--- src/rtl/tmr_pkg.sv ---
package tmr_pkg;
  localparam int BYTE_W   = 8;
  localparam int CNT_W    = 2 * BYTE_W;
  localparam int NUM_CH   = 3;
  localparam int PRE_CH   = 2;
  localparam int ADDR_W   = 3;
  localparam logic [ADDR_W-1:0] ADDR_CTRL = 3'd3;
  localparam logic [ADDR_W-1:0] ADDR_CLR  = 3'd4;
  localparam logic [1:0] ACC_LATCH = 2'b00;
  localparam logic [1:0] ACC_WORD  = 2'b11;
  localparam logic [2:0] MODE_RATE = 3'b010;

  // terminal condition of a rate generator
  function automatic logic f_is_term(input logic [CNT_W-1:0] c);
    return c == CNT_W'(1);
  endfunction

  // one step of a down-counter, wrapping below zero
  function automatic logic [CNT_W-1:0] f_dec(input logic [CNT_W-1:0] c);
    return c - CNT_W'(1);
  endfunction

  // byte of a 16-bit word picked by the read pointer
  function automatic logic [BYTE_W-1:0] f_pick(input logic [CNT_W-1:0] w, input logic hi);
    return hi ? w[CNT_W-1:BYTE_W] : w[BYTE_W-1:0];
  endfunction
endpackage

--- src/rtl/tmr_chan.sv ---
module tmr_chan
  import tmr_pkg::*;
(
  input  logic              clk,
  input  logic              rst_n,
  input  logic              step_en,
  input  logic              ctl_wr,
  input  logic [1:0]        ctl_acc,
  input  logic [2:0]        ctl_mode,
  input  logic              dat_wr,
  input  logic              dat_rd,
  input  logic [BYTE_W-1:0] wdata,
  output logic [BYTE_W-1:0] rdata,
  output logic              term_o,
  output logic [CNT_W-1:0]  cnt_o,
  output logic [CNT_W-1:0]  rld_o
);
  logic [CNT_W-1:0]  cnt, rld, snap;
  logic [BYTE_W-1:0] lo_buf;
  logic run, rate, wr_hi, rd_hi, held;

  assign term_o = run && step_en && f_is_term(cnt);
  assign rdata  = f_pick(held ? snap : cnt, rd_hi);
  assign cnt_o  = cnt;
  assign rld_o  = rld;

  always_ff @(posedge clk) begin
    if (!rst_n) begin
      cnt <= '0; rld <= '0; snap <= '0; lo_buf <= '0;
      run <= 1'b0; rate <= 1'b0; wr_hi <= 1'b0; rd_hi <= 1'b0; held <= 1'b0;
    end else begin
      if (ctl_wr) begin
        if (ctl_acc == ACC_LATCH) begin
          if (!held) begin
            held  <= 1'b1;
            snap  <= cnt;
            rd_hi <= 1'b0;
          end
        end else if (ctl_acc == ACC_WORD) begin
          rate  <= (ctl_mode == MODE_RATE);
          run   <= 1'b0;
          wr_hi <= 1'b0;
        end
      end
      if (dat_wr) begin
        if (!wr_hi) begin
          lo_buf <= wdata;
          wr_hi  <= 1'b1;
        end else begin
          rld   <= {wdata, lo_buf};
          cnt   <= {wdata, lo_buf};
          run   <= rate;
          wr_hi <= 1'b0;
        end
      end else if (term_o) begin
        cnt <= rld;
      end else if (run && step_en) begin
        cnt <= f_dec(cnt);
      end
      if (dat_rd) begin
        rd_hi <= !rd_hi;
        if (rd_hi && held) held <= 1'b0;
      end
    end
  end
endmodule

--- src/rtl/tmr_flag.sv ---
module tmr_flag (
  input  logic clk,
  input  logic rst_n,
  input  logic set_i,
  input  logic clr_i,
  output logic flag_o
);
  always_ff @(posedge clk) begin
    if (!rst_n) flag_o <= 1'b0;
    else        flag_o <= set_i || (flag_o && !clr_i);
  end
endmodule

--- src/rtl/tick_timer3.sv ---
module tick_timer3
  import tmr_pkg::*;
(
  input  logic              clk,
  input  logic              rst_n,
  input  logic              tick_en,
  input  logic              wr_en,
  input  logic              rd_en,
  input  logic [ADDR_W-1:0] addr,
  input  logic [BYTE_W-1:0] wdata,
  output logic [BYTE_W-1:0] rdata,
  output logic              irq_tick,
  output logic              irq_base
);
  logic [NUM_CH-1:0] pulse_w;
  logic [BYTE_W-1:0] rd_w  [NUM_CH];
  logic [CNT_W-1:0]  cnt_w [NUM_CH];
  logic [CNT_W-1:0]  rld_w [NUM_CH];
  logic [1:0]        irq_w;
  logic              clr_wr;

  assign clr_wr = wr_en && (addr == ADDR_CLR);

  for (genvar i = 0; i < NUM_CH; i++) begin : g_ch
    logic en_i;
    if (i == PRE_CH) begin : g_pre
      assign en_i = tick_en;
    end else begin : g_cas
      assign en_i = pulse_w[PRE_CH];
    end
    tmr_chan u_chan (
      .clk     (clk),
      .rst_n   (rst_n),
      .step_en (en_i),
      .ctl_wr  (wr_en && (addr == ADDR_CTRL) && (wdata[7:6] == 2'(i))),
      .ctl_acc (wdata[5:4]),
      .ctl_mode(wdata[3:1]),
      .dat_wr  (wr_en && (addr == ADDR_W'(i))),
      .dat_rd  (rd_en && (addr == ADDR_W'(i))),
      .wdata   (wdata),
      .rdata   (rd_w[i]),
      .term_o  (pulse_w[i]),
      .cnt_o   (cnt_w[i]),
      .rld_o   (rld_w[i])
    );
  end

  for (genvar j = 0; j < 2; j++) begin : g_irq
    tmr_flag u_flag (
      .clk   (clk),
      .rst_n (rst_n),
      .set_i (pulse_w[j]),
      .clr_i (clr_wr && wdata[j]),
      .flag_o(irq_w[j])
    );
  end

  assign irq_tick = irq_w[0];
  assign irq_base = irq_w[1];

  always_comb begin
    case (addr)
      3'd0:    rdata = rd_w[0];
      3'd1:    rdata = rd_w[1];
      3'd2:    rdata = rd_w[2];
      default: rdata = '0;
    endcase
  end
endmodule

--- config.mk ---
export PLATFORM = sky130hd
export DESIGN_NAME = tick_timer3
export DESIGN_NICKNAME = d
export VERILOG_FILES = /design/src/rtl/tmr_pkg.sv /design/src/rtl/tmr_chan.sv /design/src/rtl/tmr_flag.sv /design/src/rtl/tick_timer3.sv
export SDC_FILE = /design/constraint.sdc
export NUM_CORES = 1
export LEC_CHECK = 0
export ABC_AREA = 1
export BUFFER_PORTS_ARGS = -buffer_cell sky130_fd_sc_hd__buf_2
export CAP_MARGIN = 20
export CORE_ASPECT_RATIO = 0.8
export CORE_MARGIN = 2
export CORE_UTILIZATION = 40
export DETAILED_ROUTE_END_ITERATION = 10
export SLEW_MARGIN = 15
export SYNTH_ARGS = -nofsm -noshare
export SYNTH_HDL_FRONTEND = slang
export SYNTH_SLANG_ARGS = --single-unit
--- constraint.sdc ---
create_clock -name clk -period 3.45 [get_ports clk]
set_input_delay 0.345 -clock clk [delete_from_list [all_inputs] [get_ports clk]]
set_output_delay 0.345 -clock clk [all_outputs]
set_load 0.02 [all_outputs]
======== Word-level counts from Yosys, hierarchy flattened ========
Cells that the tools add are included.
Widths: inputs -> output; s select.
operators by class
  equality and inequality tests ........... 20
  bitwise operators ....................... 4
  multiplexer cells ....................... 69
  reductions and logical operators ........ 70
  add/subtract/negate cells ............... 3
operators by type and width
  operator               number
  $mux 16                15
  $mux 1                 50
  $eq 16x1->1 const B    3
  $sub 16x1->16 const B  3
  $reduce_and 3->1       9
  $logic_and 1x1->1      24
  $mux 8                 3
  $pmux 8 s3             1
  $reduce_and 2->1       12
  $reduce_bool 2->1      12
  $ne 2x1->1 const B     6
  $eq 3x2->1 const B     3
  $reduce_bool 3->1      3
  $ne 2x2->1 const B     3
  $logic_not 1->1        5
  $eq 2x2->1 const B     2
  $logic_not 2->1        2
  $not 1->1              4
  $eq 3x1->1 const B     1
  $eq 3x3->1 const B     1
  $logic_not 3->1        1
  $eq 2x1->1 const B     1
  $logic_or 1x1->1       2
storage, ports and cells
  output and inout port bits .............. 10
  bits of input ports ..................... 16
  register bits after elaboration ......... 185

======== Logic depth before layout (Yosys ltp) ========
Gate-level depths: netlist of the first run.
  word-level depth ........................ 6
  depth in mapped cells ................... 13
  depth with buffers taken out ............ 12

======== Hierarchy ========
Synthesis of the first run repeated with hierarchy kept, for this count alone.
unflattened totals
  cells, all modules ...................... 1514
  area, all modules ....................... 10017.1 um2
modules (own cells, without submodules)
  module                         seq. area each (um2)  instances  area each (um2)  cells each
  tmr_chan (g_ch[1].u_chan ...)  1221.2                2          3196.8           480
  tmr_chan (g_ch[0].u_chan)      1221.2                1          3200.6           478
  tick_timer3                    0.0                   1          335.3            64
  tmr_flag                       20.0                  2          43.8             6

======== Worst setup path before layout of the first run ========
No wires, ideal clock.
  path kind ............................... flip-flop to output port
  start point ............................. register g_ch[2].u_chan.held
  end point ............................... output port rdata[4]
  cell stages (with the launch flop) ...... 9
  data arrival time ....................... 1.418 ns
  required time ........................... 3.105 ns
  path slack .............................. 1.687 ns
  path through ............................ dfxtp_1 -> clkbuf_1 -> clkbuf_1 -> nand2_1 -> o21ai_0 -> inv_1 -> nand2_1 -> o21ai_0 -> a221o_1
between the ends
  word-level cells in the longest chain between the ends .. 3
ends and longest elaborated chain
  what                    line               source
  start, declared         tmr_chan.sv:20     logic run, rate, wr_hi, rd_hi, held;
  start signal, assigned  tmr_chan.sv:30     run <= 1'b0; rate <= 1'b0; wr_hi <= 1'b0; rd_hi <= 1'b0; held <= 1'b0;
  start signal, assigned  tmr_chan.sv:35     held <= 1'b1;
  start signal, assigned  tmr_chan.sv:62     if (rd_hi && held) held <= 1'b0;
  $mux 16                 -
  $mux 8                  tmr_pkg.sv:25      return hi ? w[CNT_W-1:BYTE_W] : w[BYTE_W-1:0];
  $pmux 8 s3              tick_timer3.sv:62  case (addr)
  end, declared           tick_timer3.sv:11  output logic [BYTE_W-1:0] rdata,
No other way between the ends.

======== Final worst setup path of the first run ========
  start point ............................. register g_ch[1].u_chan.held
  end point ............................... output port rdata[6]
between the ends
  word-level cells in the longest chain between the ends .. 3
ends and longest elaborated chain
  what                    line
  start, declared         tmr_chan.sv:20
  start signal, assigned  tmr_chan.sv:30
  start signal, assigned  tmr_chan.sv:35
  start signal, assigned  tmr_chan.sv:62
  $mux 16                 -
  $mux 8                  tmr_pkg.sv:25
  $pmux 8 s3              tick_timer3.sv:62
No other way between the ends.

==> run_results.csv, run 1 <==
group,metric,value,unit
outcome,status,"finished clean",
worst_hold_path,whs_path_depth,3,
sta,finalCritPeriodShare,0.825,
logic_synthesis,ys_ff_latch,185,
critical_path,critPathRequiredTime,3.11,ns
clock_network,cts_tree,"yes",
power,power_density,418,nW/µm²
final_layout,final_cell_mix,"nand2_1, dfxtp_1, a21oi_1",
critical_path,path_max_fanout,34,
clock_network,cts_resized,0,
final_layout,antenna_cells,0,
clock_network,cts.path.max_buffers,2,
power,leakage,0.00474,µW
global_routing,grt_pass1_wl,50500,µm
detailed_routing,via_per_inst,5.37,
logic_synthesis,async_flop_share,0,
sta,worstMarginPinSlew,0.997,ns
floorplanning,top_level_ports,26,
clock_network,clk_pin_slew,0.07,ns
logic_synthesis,synthCells,1564,
logic_synthesis,synth_edf_count,0,
critical_path,cp.arrival,2.50,ns
critical_path,cp_common_cell,"o21ai_0",
final_layout,drive_gt1_frac,0.0749,
logic_synthesis,ys_seq_area_frac,0.365,
critical_path,cp-start-kind,"register",
detailed_routing,vias,10100,
clock_network,cts_buffers,17,
critical_path,cp-startpoint,"g_ch[1].u_chan.held$_SDFF_PN0_",
power,power,4600,µW
job,cap_violations,0,
sta,period_minus_slack,2.85,ns
logic_synthesis,synth_area_per_cell,6.49,µm²
placed_design,port_buffers,25,
sta,hold_viol_final,0,
sta,fmaxAchievable,0.351,GHz
clock_network,cts_sinks,185,
sta,max_slew_margin,0.334,
detailed_routing,ant_nets,0,
critical_path,endpoint_kind,"primary output",
logic_synthesis,yosysUniqueCellTypes,41,
floorplanning,core,25100,µm²
detailed_routing,drtIter0Drc,1166,
critical_path,r2r-start,"g_ch[2].u_chan.cnt_o[1]$_SDFFE_PN0P_",
critical_path,r2r_cells,11,
global_routing,grt_max_degree,67,
clock_network,post-cts-setup-buffers,0,
final_layout,design_area,11000,µm²
sta,fin_skew,0.0169,ns
logic_synthesis,yosysWarnings,0,
critical_path,regToRegSetupSlack,0.98,ns
floorplanning,start_util,0.404,
final_layout,layout_commonest_cell,"nand2_1",
clock_network,cts_root_buf,"clkbuf_16",
critical_path,reg2reg_to,"g_ch[1].u_chan.cnt_o[0]$_SDFFE_PN0P_",
critical_path,path_delay_family,"flip-flops",
detailed_routing,wl_per_cell,17.0,µm
final_layout,nets,1558,
floorplanning,fp.dieW,182,µm
sta,final_max_slew_viol_count,0,
critical_path,worst-setup-path-type,"reg2out",
critical_path,cp_num_buf_inv,1,
detailed_routing,dr.pass1.iters,5,
global_routing,gr-total-overflow,0,
clock_network,htree_num_levels,4,
placed_design,place.detailed.hpwl,22300,µm
critical_path,worst_path_max_delay_cell,"dfxtp_1",
detailed_routing,drc_errors,0,
logic_synthesis,syn_nets,1586,
floorplanning,die_h,146,µm
detailed_routing,wl,31800,µm
floorplanning,fp-row-count,52,
final_layout,synthToLayoutAreaGrowth,8.62,%
clock_network,postCtsHoldBufs,0,
global_routing,antenna_found_initial,0,
global_routing,track_usage,0.242,
sta,rsz0062_at_grt,"false",
sta,setup_tns,0,ns
worst_hold_path,hp-class,"in2reg",
power,irDropWorstVdd,0.357,mV
placed_design,placed_area,10400,µm²
sta,setup_viol,0,
global_routing,grt_pass1_vias,8990,
logic_synthesis,syn_area,10100,µm²
critical_path,cpPeakStageDelay,0.98,ns
worst_hold_path,min_to,"g_ch[0].u_chan.rd_hi$_SDFFE_PN0P_",
final_layout,nFillCells,2665,
critical_path,crit_chain,"o21ai_0 > o21ai_0 > a21oi_1 > or3_1 > buf_2",
worst_hold_path,hold_start,"rd_en",
logic_synthesis,ys.flop_type,"dfxtp_1",
floorplanning,die_area,26700,µm²
clock_network,clkLatencyLatePin,0.46,ns
placed_design,place_congestion,0.917,
through the flow:
step | utilization | hold slack, ns | setup WS [ns] | instances
global placement | 0.414 | 0.434 | 0.905 | 1841
floorplan | - | 0.426 | 1.69 | 1564
global route | 0.439 | 0.237 | 0.382 | 1873
finish | 0.439 | 0.233 | 0.602 | 1873
CTS | 0.439 | 0.220 | 0.618 | 1873
detailed placement | 0.414 | 0.440 | 0.852 | 1841
worst register-to-register path, cell delays in order (launching register included):
cell and delay [ns]:
dfxtp_1 0.35, inv_1 0.13, ha_1 0.23, nand2_1 0.08, nor2_1 0.17, nand2_1 0.09, nor2_2 0.35, nand3_2 0.47
nand2_1 0.18, nand3_1 0.08, nand2_1 0.16, a21oi_1 0.08
layer usage:
layer | vias up | routed length, µm | global-route usage
met2 | 340 | 12300 | 0.324
met5 | - | 0 | 0
met1 | 4629 | 16300 | 0.392
li1 | 5060 | - | -
met3 | 24 | 2790 | 0.0451
met4 | 0 | 327 | 0.0536
power breakdown:
group          internal [µW]  switching [µW]  total [µW]
combinational            119             278         397
sequential              2160            28.5        2180
clock                   1000            1020        2020
total                   3270            1330        4600
layout make-up:
cell class                      count  area [µm²]  share of cell area
Clock buffer                       18         439              0.0399
Tap cell                          324         405              0.0368
Sequential cell                   185        3700               0.336
Multi-Input combinational cell   1134        5440               0.494
Inverter                          157         594              0.0539
Clock inverter                     14         174              0.0158
Timing Repair Buffer               41         258              0.0234
cell families (layout without fill, tap and decap cells):
kind of cell	Yosys count	count (layout)	share of synthesized area
and+or+nand+nor	737	737	0.316
AOI/OAI and AO/OA	368	368	0.194
xor gates and xnor gates	23	23	0.0199
adders and majority gates	6	6	0.00740
DFF	185	185	0.365
buffers and inverters	245	230	0.0982
state kept, by name (all words and copies together), names as in the netlist:
signal               flops
g_ch.u_chan.cnt_o       48
g_ch.u_chan.rld_o       48
g_ch.u_chan.snap        48
g_ch.u_chan.lo_buf      24
g_ch.u_chan.held         3
g_ch.u_chan.rate         3
g_ch.u_chan.rd_hi        3
g_ch.u_chan.run          3
g_ch.u_chan.wr_hi        3
g_irq.u_flag.flag_o      2
worst max path at each step:
stage,end,slack [ns],cells past startpoint
floorplan,rdata[4],1.69,8
global placement,g_ch[2].u_chan.cnt_o[5]$_SDFFE_PN0P_,0.90,11
detailed placement,g_ch[2].u_chan.cnt_o[5]$_SDFFE_PN0P_,0.85,11
CTS,rdata[6],0.62,5
global route,rdata[6],0.38,5
finish,rdata[6],0.60,5
cells in the mapped netlist, drive strengths merged (2+ instances only):
cell type	count	share of area
a211oi	12	0.011
a21oi	178	0.088
a221o	3	0.0030
buf	29	0.018
clkbuf	59	0.022
clkinv	4	0.0020
dfxtp	185	0.37
ha	6	0.0074
inv	153	0.057
nand2	400	0.15
nand3	146	0.075
nand4	21	0.013
nor2	154	0.065
nor3	9	0.0070
o211ai	14	0.010
o21ai	155	0.076
o21bai	2	0.0015
o221ai	3	0.0026
or2	4	0.0025
xnor2	8	0.0069
xor2	15	0.013
Note: power is estimated with default switching activity, not from simulation.
==> inputs of run 2 (changes only) <==
- clock period: 3.45 -> 2.79 ns (I/O delays scaled with it)
==> run_results.csv, run 2 (same netlist as run 1, synthesis figures left out) <==
group,metric,value,unit
power,leakage,0.00481,µW
critical_path,worst_path_max_delay_cell,"dfxtp_1",
sta,finalCritPeriodShare,0.906,
power,seqPwrFrac,0.474,
sta,fin_skew,0.0142,ns
power,power_density,512,nW/µm²
clock_network,cts_sinks,185,
clock_network,htree_num_levels,4,
detailed_routing,dr.pass1.iters,5,
final_layout,nets,1574,
final_layout,drive_gt1_frac,0.0850,
sta,fmaxAchievable,0.395,GHz
critical_path,path_delay_family,"flip-flops",
sta,max_slew_margin,0.465,
critical_path,cpPeakStageDelay,0.72,ns
sta,setup_viol,0,
sta,hold_ws,0.168,ns
final_layout,synthToLayoutAreaGrowth,9.72,%
critical_path,cp.arrival,2.25,ns
clock_network,postCtsHoldBufs,0,
global_routing,antenna_found_initial,0,
detailed_routing,ant_nets,0,
critical_path,crit_chain,"buf_4 > nand2_1 > o21ai_0 > a21oi_1 > or3_1 > buf_2",
outcome,status,"finished clean",
job,cap_violations,0,
clock_network,clkLatencyLatePin,0.45,ns
floorplanning,top_level_ports,26,
floorplanning,die_h,146,µm
worst_hold_path,hp-class,"in2reg",
clock_network,cts_root_buf,"clkbuf_16",
clock_network,cts_resized,0,
clock_network,clk_pin_slew,0.07,ns
clock_network,post-cts-setup-buffers,0,
power,p_clk_frac,0.438,
detailed_routing,drc_errors,0,
clock_network,cts_buffers,17,
global_routing,grt_max_degree,48,
sta,rsz0062_at_grt,"false",
final_layout,antenna_cells,0,
detailed_routing,drtIter0Drc,1110,
placed_design,port_buffers,25,
critical_path,cp_num_buf_inv,2,
power,p_int,4120,µW
floorplanning,fp-row-count,52,
final_layout,final_cell_mix,"nand2_1, dfxtp_1, a21oi_1",
placed_design,place.detailed.hpwl,23500,µm
placed_design,place_congestion,0.885,
critical_path,endpoint_kind,"primary output",
critical_path,cp-start-kind,"register",
global_routing,grt_pass1_wl,50600,µm
global_routing,gr-total-overflow,0,
global_routing,grt_pass1_vias,8746,
critical_path,worst-setup-path-type,"reg2out",
sta,setup_tns,0,ns
power,irDropWorstVdd,0.424,mV
detailed_routing,wl_per_cell,17.1,µm
power,switchingPower,1580,µW
sta,final_max_slew_viol_count,0,
floorplanning,start_util,0.404,
clock_network,cts_tree,"yes",
critical_path,critPathRequiredTime,2.51,ns
floorplanning,fp.dieW,182,µm
critical_path,path_max_fanout,20,
floorplanning,core,25100,µm²
final_layout,layout_commonest_cell,"nand2_1",
power,pwr-share-comb,0.088,
floorplanning,die_area,26700,µm²
clock_network,cts.path.max_buffers,2,
detailed_routing,vias,10100,
sta,worstMarginPinSlew,0.803,ns
detailed_routing,wl,32400,µm
sta,hold_viol_final,0,
power,switching_share,0.277,
sta,period_minus_slack,2.53,ns
detailed_routing,via_per_inst,5.36,
global_routing,track_usage,0.245,
==> run 2: power groups by stage <==
stage | logic (µW) | registers, µW | clock network [µW]
floorplan | 352 | 2740 | 0
finish | 504 | 2700 | 2490
CTS | 498 | 2700 | 2530
global route | 561 | 2700 | 2630
detailed placement | 495 | 2760 | 0
global placement | 494 | 2760 | 0
==> run 2: per-layer routing <==
metal,global-route usage,up-vias,wire length [µm]
met2,0.312,296,12100
met5,0,-,0
met3,0.0446,18,2190
met4,0.0508,0,312
met1,0.411,4701,17800
li1,-,5104,-
==> run 2: worst paths after layout <==
kind / start / depth (start not counted) / slack (ns) / to
worst max register to register: g_ch[2].u_chan.cnt_o[1]$_SDFFE_PN0P_ / 12 / 0.54 / g_ch[1].u_chan.cnt_o[5]$_SDFFE_PN0P_
worst min register to register: g_ch[0].u_chan.snap[0]$_SDFFE_PN0P_ / 2 / 0.45 / g_ch[0].u_chan.snap[0]$_SDFFE_PN0P_
worst max-delay path: g_ch[2].u_chan.held$_SDFF_PN0_ / 6 / 0.26 / rdata[6]
worst min-delay path: rd_en / 3 / 0.17 / g_ch[0].u_chan.rd_hi$_SDFFE_PN0P_
==> run 2: area by class of cell <==
class | count | area [µm²]
clock inverters | 14 | 164
inverters | 157 | 594
repair buffers | 57 | 378
clock buffers | 18 | 439
flip-flops and latches | 185 | 3700
fillers | 2666 | 14000
multi-input cells | 1134 | 5440
well taps | 324 | 405
==> run 2: stage by stage <==
| step | std cells | power (µW) | setup WS (ns) | instance area [µm²] | utilization |
|---|---|---|---|---|---|
| CTS | 1889 | 5730 | 0.196 | 11100 | 0.443 |
| detailed placement | 1857 | 3250 | 0.559 | 10500 | 0.419 |
| global placement | 1857 | 3250 | 0.602 | 10500 | 0.419 |
| global route | 1889 | 5890 | 0.0738 | 11100 | 0.443 |
| finish | 1889 | 5700 | 0.261 | 11100 | 0.443 |
| floorplan | 1564 | 3100 | 1.09 | 10100 | - |
==> run 2: tightest hold or removal path, delay by kind of cell <==
family / cells / cell delay, ns
buffers and inverters: 1 / 0.12
AOI/OAI and AO/OA: 1 / 0.07
and+or+nand+nor: 1 / 0.09
